[src/rtl/sbm_pkg.sv]
package sbm_pkg;
  localparam int SMP_W   = 20;
  localparam int ID_W    = 7;
  localparam int SLOTS   = 40;
  localparam int LANES   = 4;
  localparam int MIN_RES = SMP_W - 6;
  localparam int CNT_W   = $clog2(2 * SMP_W);
  localparam int NB_W    = $clog2(SMP_W + 1);
  localparam int TAB_N   = 2 * SLOTS;
  localparam int AW      = $clog2(TAB_N);

  typedef enum logic [1:0] {
    MODE_2W   = 2'd0,
    MODE_1W   = 2'd1,
    MODE_HALF = 2'd2,
    MODE_RSV  = 2'd3
  } lane_mode_e;

  typedef struct packed {
    logic       ok;
    logic       cur;
    logic       cha;
    logic [4:0] idx;
  } src_t;

  // Identifier layout: [6] current/previous, [5:3] group, [2] channel, [1:0] sub-bit
  function automatic src_t decode_id(input logic [ID_W-1:0] id);
    src_t       s;
    logic [5:0] raw;
    raw   = {1'b0, id[5:3], 2'b00} + {4'b0000, id[1:0]};
    s.ok  = (raw >= 6'd2) && (raw <= 6'd21);
    s.idx = 5'(raw - 6'd2);
    s.cur = id[6];
    s.cha = id[2];
    return s;
  endfunction
endpackage

[src/rtl/sbm_bit_pick.sv]
module sbm_bit_pick
  import sbm_pkg::*;
(
  input  logic             en_i,
  input  logic             prev_ok_i,
  input  logic [NB_W-1:0]  lsb_i,
  input  logic [ID_W-1:0]  id_i,
  input  logic [SMP_W-1:0] cur_a_i,
  input  logic [SMP_W-1:0] prev_a_i,
  input  logic [SMP_W-1:0] cur_b_i,
  input  logic [SMP_W-1:0] prev_b_i,
  output logic             bit_o
);
  src_t             src;
  logic [SMP_W-1:0] word;

  always_comb begin
    src = decode_id(id_i);
    if (src.cur) word = src.cha ? cur_a_i : cur_b_i;
    else         word = src.cha ? prev_a_i : prev_b_i;
    bit_o = en_i && src.ok && (src.cur || prev_ok_i)
            && ({1'b0, src.idx} >= {{(6-NB_W){1'b0}}, lsb_i})
            && word[src.idx];
  end
endmodule

[src/rtl/sbm_frame_seq.sv]
module sbm_frame_seq
  import sbm_pkg::*;
(
  input  logic             clk,
  input  logic             rst_n,
  input  lane_mode_e       mode_i,
  input  logic [1:0]       res_i,
  input  logic             dup_i,
  output logic             run_o,
  output logic             load_o,
  output logic [CNT_W-1:0] cnt_o,
  output lane_mode_e       mode_o,
  output logic [NB_W-1:0]  nbits_o,
  output logic             dup_o
);
  logic             run_q;
  logic [CNT_W-1:0] cnt_q, cnt_d, len_q, len_in;
  logic [NB_W-1:0]  nb_q, nb_in;
  lane_mode_e       mode_q;
  logic             dup_q;
  logic             load;

  always_comb begin
    nb_in  = NB_W'(MIN_RES) + NB_W'({res_i, 1'b0});
    len_in = (mode_i == MODE_HALF) ? CNT_W'({nb_in, 1'b0}) : CNT_W'(nb_in);
    load   = !run_q || (cnt_q == len_q - 1'b1);
    cnt_d  = load ? '0 : cnt_q + 1'b1;
  end

  always_ff @(posedge clk or negedge rst_n) begin
    if (!rst_n) begin
      run_q  <= 1'b0;
      cnt_q  <= '0;
      len_q  <= '0;
      nb_q   <= '0;
      mode_q <= MODE_2W;
      dup_q  <= 1'b0;
    end else begin
      run_q <= 1'b1;
      cnt_q <= cnt_d;
      if (load) begin
        len_q  <= len_in;
        nb_q   <= nb_in;
        mode_q <= mode_i;
        dup_q  <= dup_i;
      end
    end
  end

  assign run_o   = run_q;
  assign load_o  = load;
  assign cnt_o   = cnt_q;
  assign mode_o  = mode_q;
  assign nbits_o = nb_q;
  assign dup_o   = dup_q;

  // the slot counter stays inside the captured frame length
  a_r6_cnt_in_frame: assert property (@(posedge clk) disable iff (!rst_n)
    run_q |-> (cnt_q < len_q));
  // no slot skipped inside a frame
  a_r6_advance: assert property (@(posedge clk) disable iff (!rst_n)
    (run_q && !load) |=> (cnt_q == $past(cnt_q) + 1'b1));
endmodule

[src/rtl/sbm_slot_table.sv]
module sbm_slot_table
  import sbm_pkg::*;
(
  input  logic                       clk,
  input  logic                       rst_n,
  input  logic                       wr_en_i,
  input  logic [ID_W-1:0]            wr_addr_i,
  input  logic [ID_W-1:0]            wr_data_i,
  input  logic                       commit_i,
  input  logic [LANES-1:0][AW-1:0]   rd_idx_i,
  output logic [LANES-1:0][ID_W-1:0] rd_id_o
);
  logic [TAB_N-1:0][ID_W-1:0] shadow_q, shadow_d, active_q;
  logic                       wr_hit;

  always_comb begin
    wr_hit   = wr_en_i && (32'(wr_addr_i) < TAB_N);
    shadow_d = shadow_q;
    if (wr_hit) shadow_d[AW'(wr_addr_i)] = wr_data_i;
  end

  always_ff @(posedge clk or negedge rst_n) begin
    if (!rst_n) begin
      shadow_q <= '0;
      active_q <= '0;
    end else begin
      if (wr_hit)   shadow_q <= shadow_d;
      if (commit_i) active_q <= shadow_q;
    end
  end

  for (genvar r = 0; r < LANES; r++) begin : g_rd
    assign rd_id_o[r] = active_q[rd_idx_i[r]];
  end

  // the active table only changes on a frame boundary
  a_r7_hold_in_frame: assert property (@(posedge clk) disable iff (!rst_n)
    !commit_i |=> $stable(active_q));
  // a boundary copies the shadow as it stood before that edge
  a_r7_commit_copy: assert property (@(posedge clk) disable iff (!rst_n)
    commit_i |=> (active_q == $past(shadow_q)));
endmodule

[src/rtl/serial_bit_mapper.sv]
module serial_bit_mapper
  import sbm_pkg::*;
(
  input  logic        clk,
  input  logic        rst_n,
  input  logic [19:0] cur_a_i,
  input  logic [19:0] prev_a_i,
  input  logic [19:0] cur_b_i,
  input  logic [19:0] prev_b_i,
  input  logic [1:0]  mode_i,
  input  logic [1:0]  res_i,
  input  logic        dup_en_i,
  input  logic        cfg_we_i,
  input  logic [6:0]  cfg_addr_i,
  input  logic [6:0]  cfg_data_i,
  output logic [3:0]  lane_o,
  output logic        frame_start_o
);
  localparam logic [CNT_W-1:0] HALF_OFF = CNT_W'(SLOTS / 2);

  logic                       run, load, dup_q;
  logic [CNT_W-1:0]           cnt;
  lane_mode_e                 mode_q;
  logic [NB_W-1:0]            nb_q, lsb;
  logic [SMP_W-1:0]           ca_q, pa_q, cb_q, pb_q;
  logic [LANES-1:0][AW-1:0]   rd_idx;
  logic [LANES-1:0][ID_W-1:0] rd_id;
  logic [LANES-1:0]           lane_bits;

  sbm_frame_seq u_seq (
    .clk     (clk),
    .rst_n   (rst_n),
    .mode_i  (lane_mode_e'(mode_i)),
    .res_i   (res_i),
    .dup_i   (dup_en_i),
    .run_o   (run),
    .load_o  (load),
    .cnt_o   (cnt),
    .mode_o  (mode_q),
    .nbits_o (nb_q),
    .dup_o   (dup_q)
  );

  sbm_slot_table u_tab (
    .clk       (clk),
    .rst_n     (rst_n),
    .wr_en_i   (cfg_we_i),
    .wr_addr_i (cfg_addr_i),
    .wr_data_i (cfg_data_i),
    .commit_i  (load),
    .rd_idx_i  (rd_idx),
    .rd_id_o   (rd_id)
  );

  always_ff @(posedge clk or negedge rst_n) begin
    if (!rst_n) begin
      ca_q <= '0;
      pa_q <= '0;
      cb_q <= '0;
      pb_q <= '0;
    end else if (load) begin
      ca_q <= cur_a_i;
      pa_q <= prev_a_i;
      cb_q <= cur_b_i;
      pb_q <= prev_b_i;
    end
  end

  assign lsb = NB_W'(SMP_W) - nb_q;

  for (genvar l = 0; l < LANES; l++) begin : g_lane
    localparam int CH = l / 2;
    localparam bit W1 = (l % 2) == 1;
    logic [CNT_W-1:0] off;
    logic             en;

    always_comb begin
      off = cnt;
      en  = run;
      case (mode_q)
        MODE_2W:   off = W1 ? cnt + HALF_OFF : cnt;
        MODE_HALF: en  = run && (l == 1);
        default: begin
          off = W1 ? cnt : cnt + HALF_OFF;
          en  = run && (W1 || dup_q);
        end
      endcase
    end

    assign rd_idx[l] = AW'(CH * SLOTS) + AW'(off);

    sbm_bit_pick u_pick (
      .en_i      (en),
      .prev_ok_i (mode_q == MODE_2W),
      .lsb_i     (lsb),
      .id_i      (rd_id[l]),
      .cur_a_i   (ca_q),
      .prev_a_i  (pa_q),
      .cur_b_i   (cb_q),
      .prev_b_i  (pb_q),
      .bit_o     (lane_bits[l])
    );
  end

  assign lane_o        = lane_bits;
  assign frame_start_o = run && (cnt == '0);

  // half-wire drives a single lane
  a_r5_half_one_lane: assert property (@(posedge clk) disable iff (!rst_n)
    (run && mode_q == MODE_HALF) |-> (lane_o[0] == 1'b0 && lane_o[3:2] == 2'b00));
  // without duplication wire 0 stays quiet in one-wire mode
  a_r4_no_dup_quiet: assert property (@(posedge clk) disable iff (!rst_n)
    (run && !dup_q && (mode_q == MODE_1W || mode_q == MODE_RSV)) |-> (lane_o[0] == 1'b0 && lane_o[2] == 1'b0));
  // frame start is a single-cycle pulse
  a_r6_single_pulse: assert property (@(posedge clk) disable iff (!rst_n)
    frame_start_o |=> !frame_start_o);
  // the first active cycle after reset is a frame start
  a_r9_first_frame: assert property (@(posedge clk) disable iff (!rst_n)
    $rose(run) |-> frame_start_o);
endmodule

[config.mk]
export PLATFORM = sky130hd
export DESIGN_NAME = serial_bit_mapper
export DESIGN_NICKNAME = d
export VERILOG_FILES = /design/src/rtl/sbm_pkg.sv /design/src/rtl/sbm_bit_pick.sv /design/src/rtl/sbm_frame_seq.sv /design/src/rtl/sbm_slot_table.sv /design/src/rtl/serial_bit_mapper.sv
export SDC_FILE = /design/constraint.sdc
export NUM_CORES = 2
export LEC_CHECK = 0
export CAP_MARGIN = 40
export CELL_PAD_IN_SITES_DETAIL_PLACEMENT = 0
export CELL_PAD_IN_SITES_GLOBAL_PLACEMENT = 1
export CORE_ASPECT_RATIO = 1.5
export CORE_MARGIN = 5
export CORE_UTILIZATION = 45
export CTS_CLUSTER_SIZE = 12
export DETAILED_ROUTE_END_ITERATION = 6
export PLACE_DENSITY_LB_ADDON = 0.1
export SYNTH_ARGS = -nofsm -noshare
export SYNTH_HDL_FRONTEND = slang
export SYNTH_HIERARCHICAL = 1
export SYNTH_SLANG_ARGS = --single-unit
[constraint.sdc]
create_clock -name clk -period 10.9 [get_ports clk]
set_input_delay 2.725 -clock clk [delete_from_list [all_inputs] [get_ports clk]]
set_output_delay 2.725 -clock clk [all_outputs]
set_load 0.1 [all_outputs]
==> flow_summary_export.csv <==
group,metric,value,unit
floorplanning,rows,175,
synth,synth_top_cell_area_share,44.4,%
worst_setup_path,reg2reg_from,"u_seq/cnt_o[1]",
clock_tree,hold_buffers,0,
routing,drtPass1Iterations,5,
worst_hold_path,min_from,"u_tab/shadow_q[467]",
worst_setup_path,crit_family,"simple AND/OR/NAND/NOR gates",
synth,ys_top_cells_by_count,"mux2_2, dfrtp_1, mux4_2",
power_and_ir_drop,p_int,12200,µW
worst_setup_path,cp-start-kind,"flip-flop",
global_routing,grt_max_degree,188,
synth,syn_inst,4613,
synth,synth-main-ff-cell,"dfrtp_1",
timing,setup_tns,0,ns
clock_tree,htreeDepth,4,
timing,hold_ws,0.487,ns
worst_setup_path,worstPathMaxFanout,59,
routing,wl_per_cell,32.4,µm
clock_tree,cts_resized,0,
final_layout,drive_gt1_share,48.0,%
power_and_ir_drop,total_power,20400,µW
final_layout,final_cell_area,0.0759,mm²
final_layout,register_area,0.0305,mm²
placed_design,place.gp.congestion,0.894,
final_layout,multi_input_area,0.0360,mm²
clock_tree,path_clk_slew,0.07,ns
status,violations,"max-slew violations",
global_routing,grt_pass1_wl,320000,µm
synth,syn_avg_cell_area,14.9,µm²
timing,drv_slew,8,
worst_setup_path,cpPeakStageDelay,0.66,ns
power_and_ir_drop,p_per_area,269,mW/mm²
placed_design,dpl_worst_slack,1.40,ns
global_routing,grt-ovfl-total,0,
routing,drc,0,
synth,yosysMostFrequentCell,"mux2_2",
final_layout,nFillCells,13100,
worst_setup_path,required,8.18,ns
floorplanning,initial_core_util,45.2,%
timing,slew_headroom,-16.4,%
synth,synthesis.area,0.0687,mm²
clock_tree,cts_tree,"yes",
worst_setup_path,cpMostUsedCell,"buf_4",
timing,finalSetupViolations,0,
worst_setup_path,crit_slowest_cell,"nor2_1",
power_and_ir_drop,p_leak,0.0332,µW
clock_tree,cts_max_path_buffers,3,
power_and_ir_drop,seqPwrFrac,31.6,%
floorplanning,die_area,0.161,mm²
routing,dr.first_iter.drc_count,3185,
synth,synthDistinctLibCells,74,
worst_setup_path,cp.arrival,7.58,ns
power_and_ir_drop,peakVddDrop,0.000222,V
clock_tree,cts-root-buf,"clkbuf_16",
synth,async_flop_share,100,%
floorplanning,pin_count,107,
power_and_ir_drop,p_sw,8160,µW
worst_setup_path,cp_cell_sequence,"nor2_1, xnor2_2, buf_12, buf_4, mux4_2, mux2i_1, a211oi_1, buf_2, nor3_1, nand2_1, buf_4, mux4_1, mux2_2, nand3_2, o31ai_2, a41oi_1, a31oi_1, buf_4",
final_layout,syn_to_final_growth,10.5,%
global_routing,grt_pass1_vias,44700,
routing,antenna_left,0,
floorplanning,design.core.area,0.152,mm²
synth,synth_area_leaders,"dfrtp_1, mux2_2, mux4_2, mux2i_1, mux4_1",
synth,synth.largest_area_cell,"dfrtp_1",
power_and_ir_drop,switching_share,40.0,%
timing,rsz0062_at_grt,"false",
worst_setup_path,end_kind,"output port",
clock_tree,clk_latency,0.78,ns
synth,yosys_warnings,6,
power_and_ir_drop,power_frac_comb,47.2,%
global_routing,antenna_found_initial,4,
timing,finalClockSkew,0.0269,ns
worst_setup_path,critPathBufInv,5,
worst_setup_path,path_class,"reg -> out",
placed_design,placed_cell_area,0.0718,mm²
clock_tree,cts_inserted_buffers,131,
timing,min_period,10.31,ns
routing,wirelength,218000,µm
status,status,"complete, but fails checks",
floorplanning,fp.dieH,488,µm
worst_hold_path,worstHoldPathType,"reg -> reg",
placed_design,portBuffers,106,
timing,setup_ws,0.594,ns
clock_tree,postCtsSetupRepairBufs,0,
timing,fin_crit_sh,94.6,%
synth,synth-seq-cells,1219,
clock_tree,clock_sinks,1219,
timing,hold_viol,0,
synth,yosysSeqAreaShare,44.4,%
final_layout,fin_nets,4753,
routing,vias_per_cell,6.33,
routing,vias,42700,
synth,synth_edf_count,0,
timing,tightest_slew,1.74,ns
placed_design,hpwl,156000,µm
run,max-cap-violations,0,
timing,fmax,0.0970,GHz
floorplanning,die_w,329,µm
power_and_ir_drop,clock_power_share,21.2,%
worst_setup_path,startpoint,"u_seq/mode_o[0]",
global_routing,track_usage,27.4,%
## logic make-up after synthesis
family / Yosys count / synth area share (%)
xor gates and xnor gates: 26 / 0.332
DFF: 1219 / 44.4
buffers and inverters: 426 / 3.30
adders and majority gates: 33 / 0.601
other: 3 / 0.0164
and+or+nand+nor: 472 / 3.52
AOI/OAI and AO/OA: 348 / 3.42
muxes: 2086 / 44.4
## per-layer routing
layer	part of all wire [%]	GRT usage, %
met3	4.8	4.56
met4	5.7	13.2
met1	37	32.7
met2	52	48.2
met5	0	0
## final cells by class
type / instances / share of cell area (%)
Clock buffer: 189 / 5.05
Timing Repair Buffer: 242 / 3.31
Sequential cell: 1219 / 40.2
Clock inverter: 26 / 0.310
Inverter: 49 / 0.252
Tap cell: 2035 / 3.36
Antenna cell: 2 / 0.00660
Multi-Input combinational cell: 2975 / 47.5
## state kept, by name, summed over array words and instances, names as in the netlist
register        flops
u_seq/cnt_o         6
u_seq/len_q         5
cb_q               20
u_seq/mode_o        2
ca_q               20
u_seq/dup_o         1
u_tab/shadow_q    560
pa_q               20
pb_q               20
u_seq/run_o         1
u_tab/active_q    560
u_seq/nbits_o       4
## path summary, 6_finish.rpt
| kind | endpoint | slack (ns) | cells past startpoint |
|---|---|---|---|
| hold / removal | u_tab/active_q[467] | 0.49 | 1 |
| setup reg to reg | u_tab/active_q[322] | 6.62 | 9 |
| setup / recovery | lane_o[3] | 0.59 | 18 |
| max in group asynchronous | u_tab/shadow_q[429] | 6.80 | 3 |
| min in group asynchronous | u_tab/shadow_q[42] | 1.91 | 1 |
| hold reg to reg | u_tab/active_q[467] | 0.49 | 1 |
## metrics by stage
step | utilization, % | std cells
6_report | 50.0 | 6737
5_1_grt | 50.0 | 6736
4_1_cts | 50.0 | 6734
3_5_place_dp | 47.3 | 6519
3_3_place_gp | 47.0 | 6470
2_1_floorplan | - | 4620
## cells in the final DEF (no fill, tap or decap), types with 62 or more instances in the layout
cell,n
nand2_1,122
clkdlybuf4s50_1,94
buf_4,87
dfrtp_1,1217
nor2_1,81
clkbuf_16,136
mux4_2,603
mux2_2,1261
mux2i_1,189
a21oi_1,66
nand3_1,62
## power by group through the flow
stage,sequential (µW),clock (µW),combinational [µW]
global placement,6480,0,9420
detailed placement,6500,0,9540
finish,6430,4320,9620
CTS,6430,4460,9580
floorplan,5950,0,7000
global route,6560,4630,10100
No activity file was read; power rests on OpenSTA's default activity.
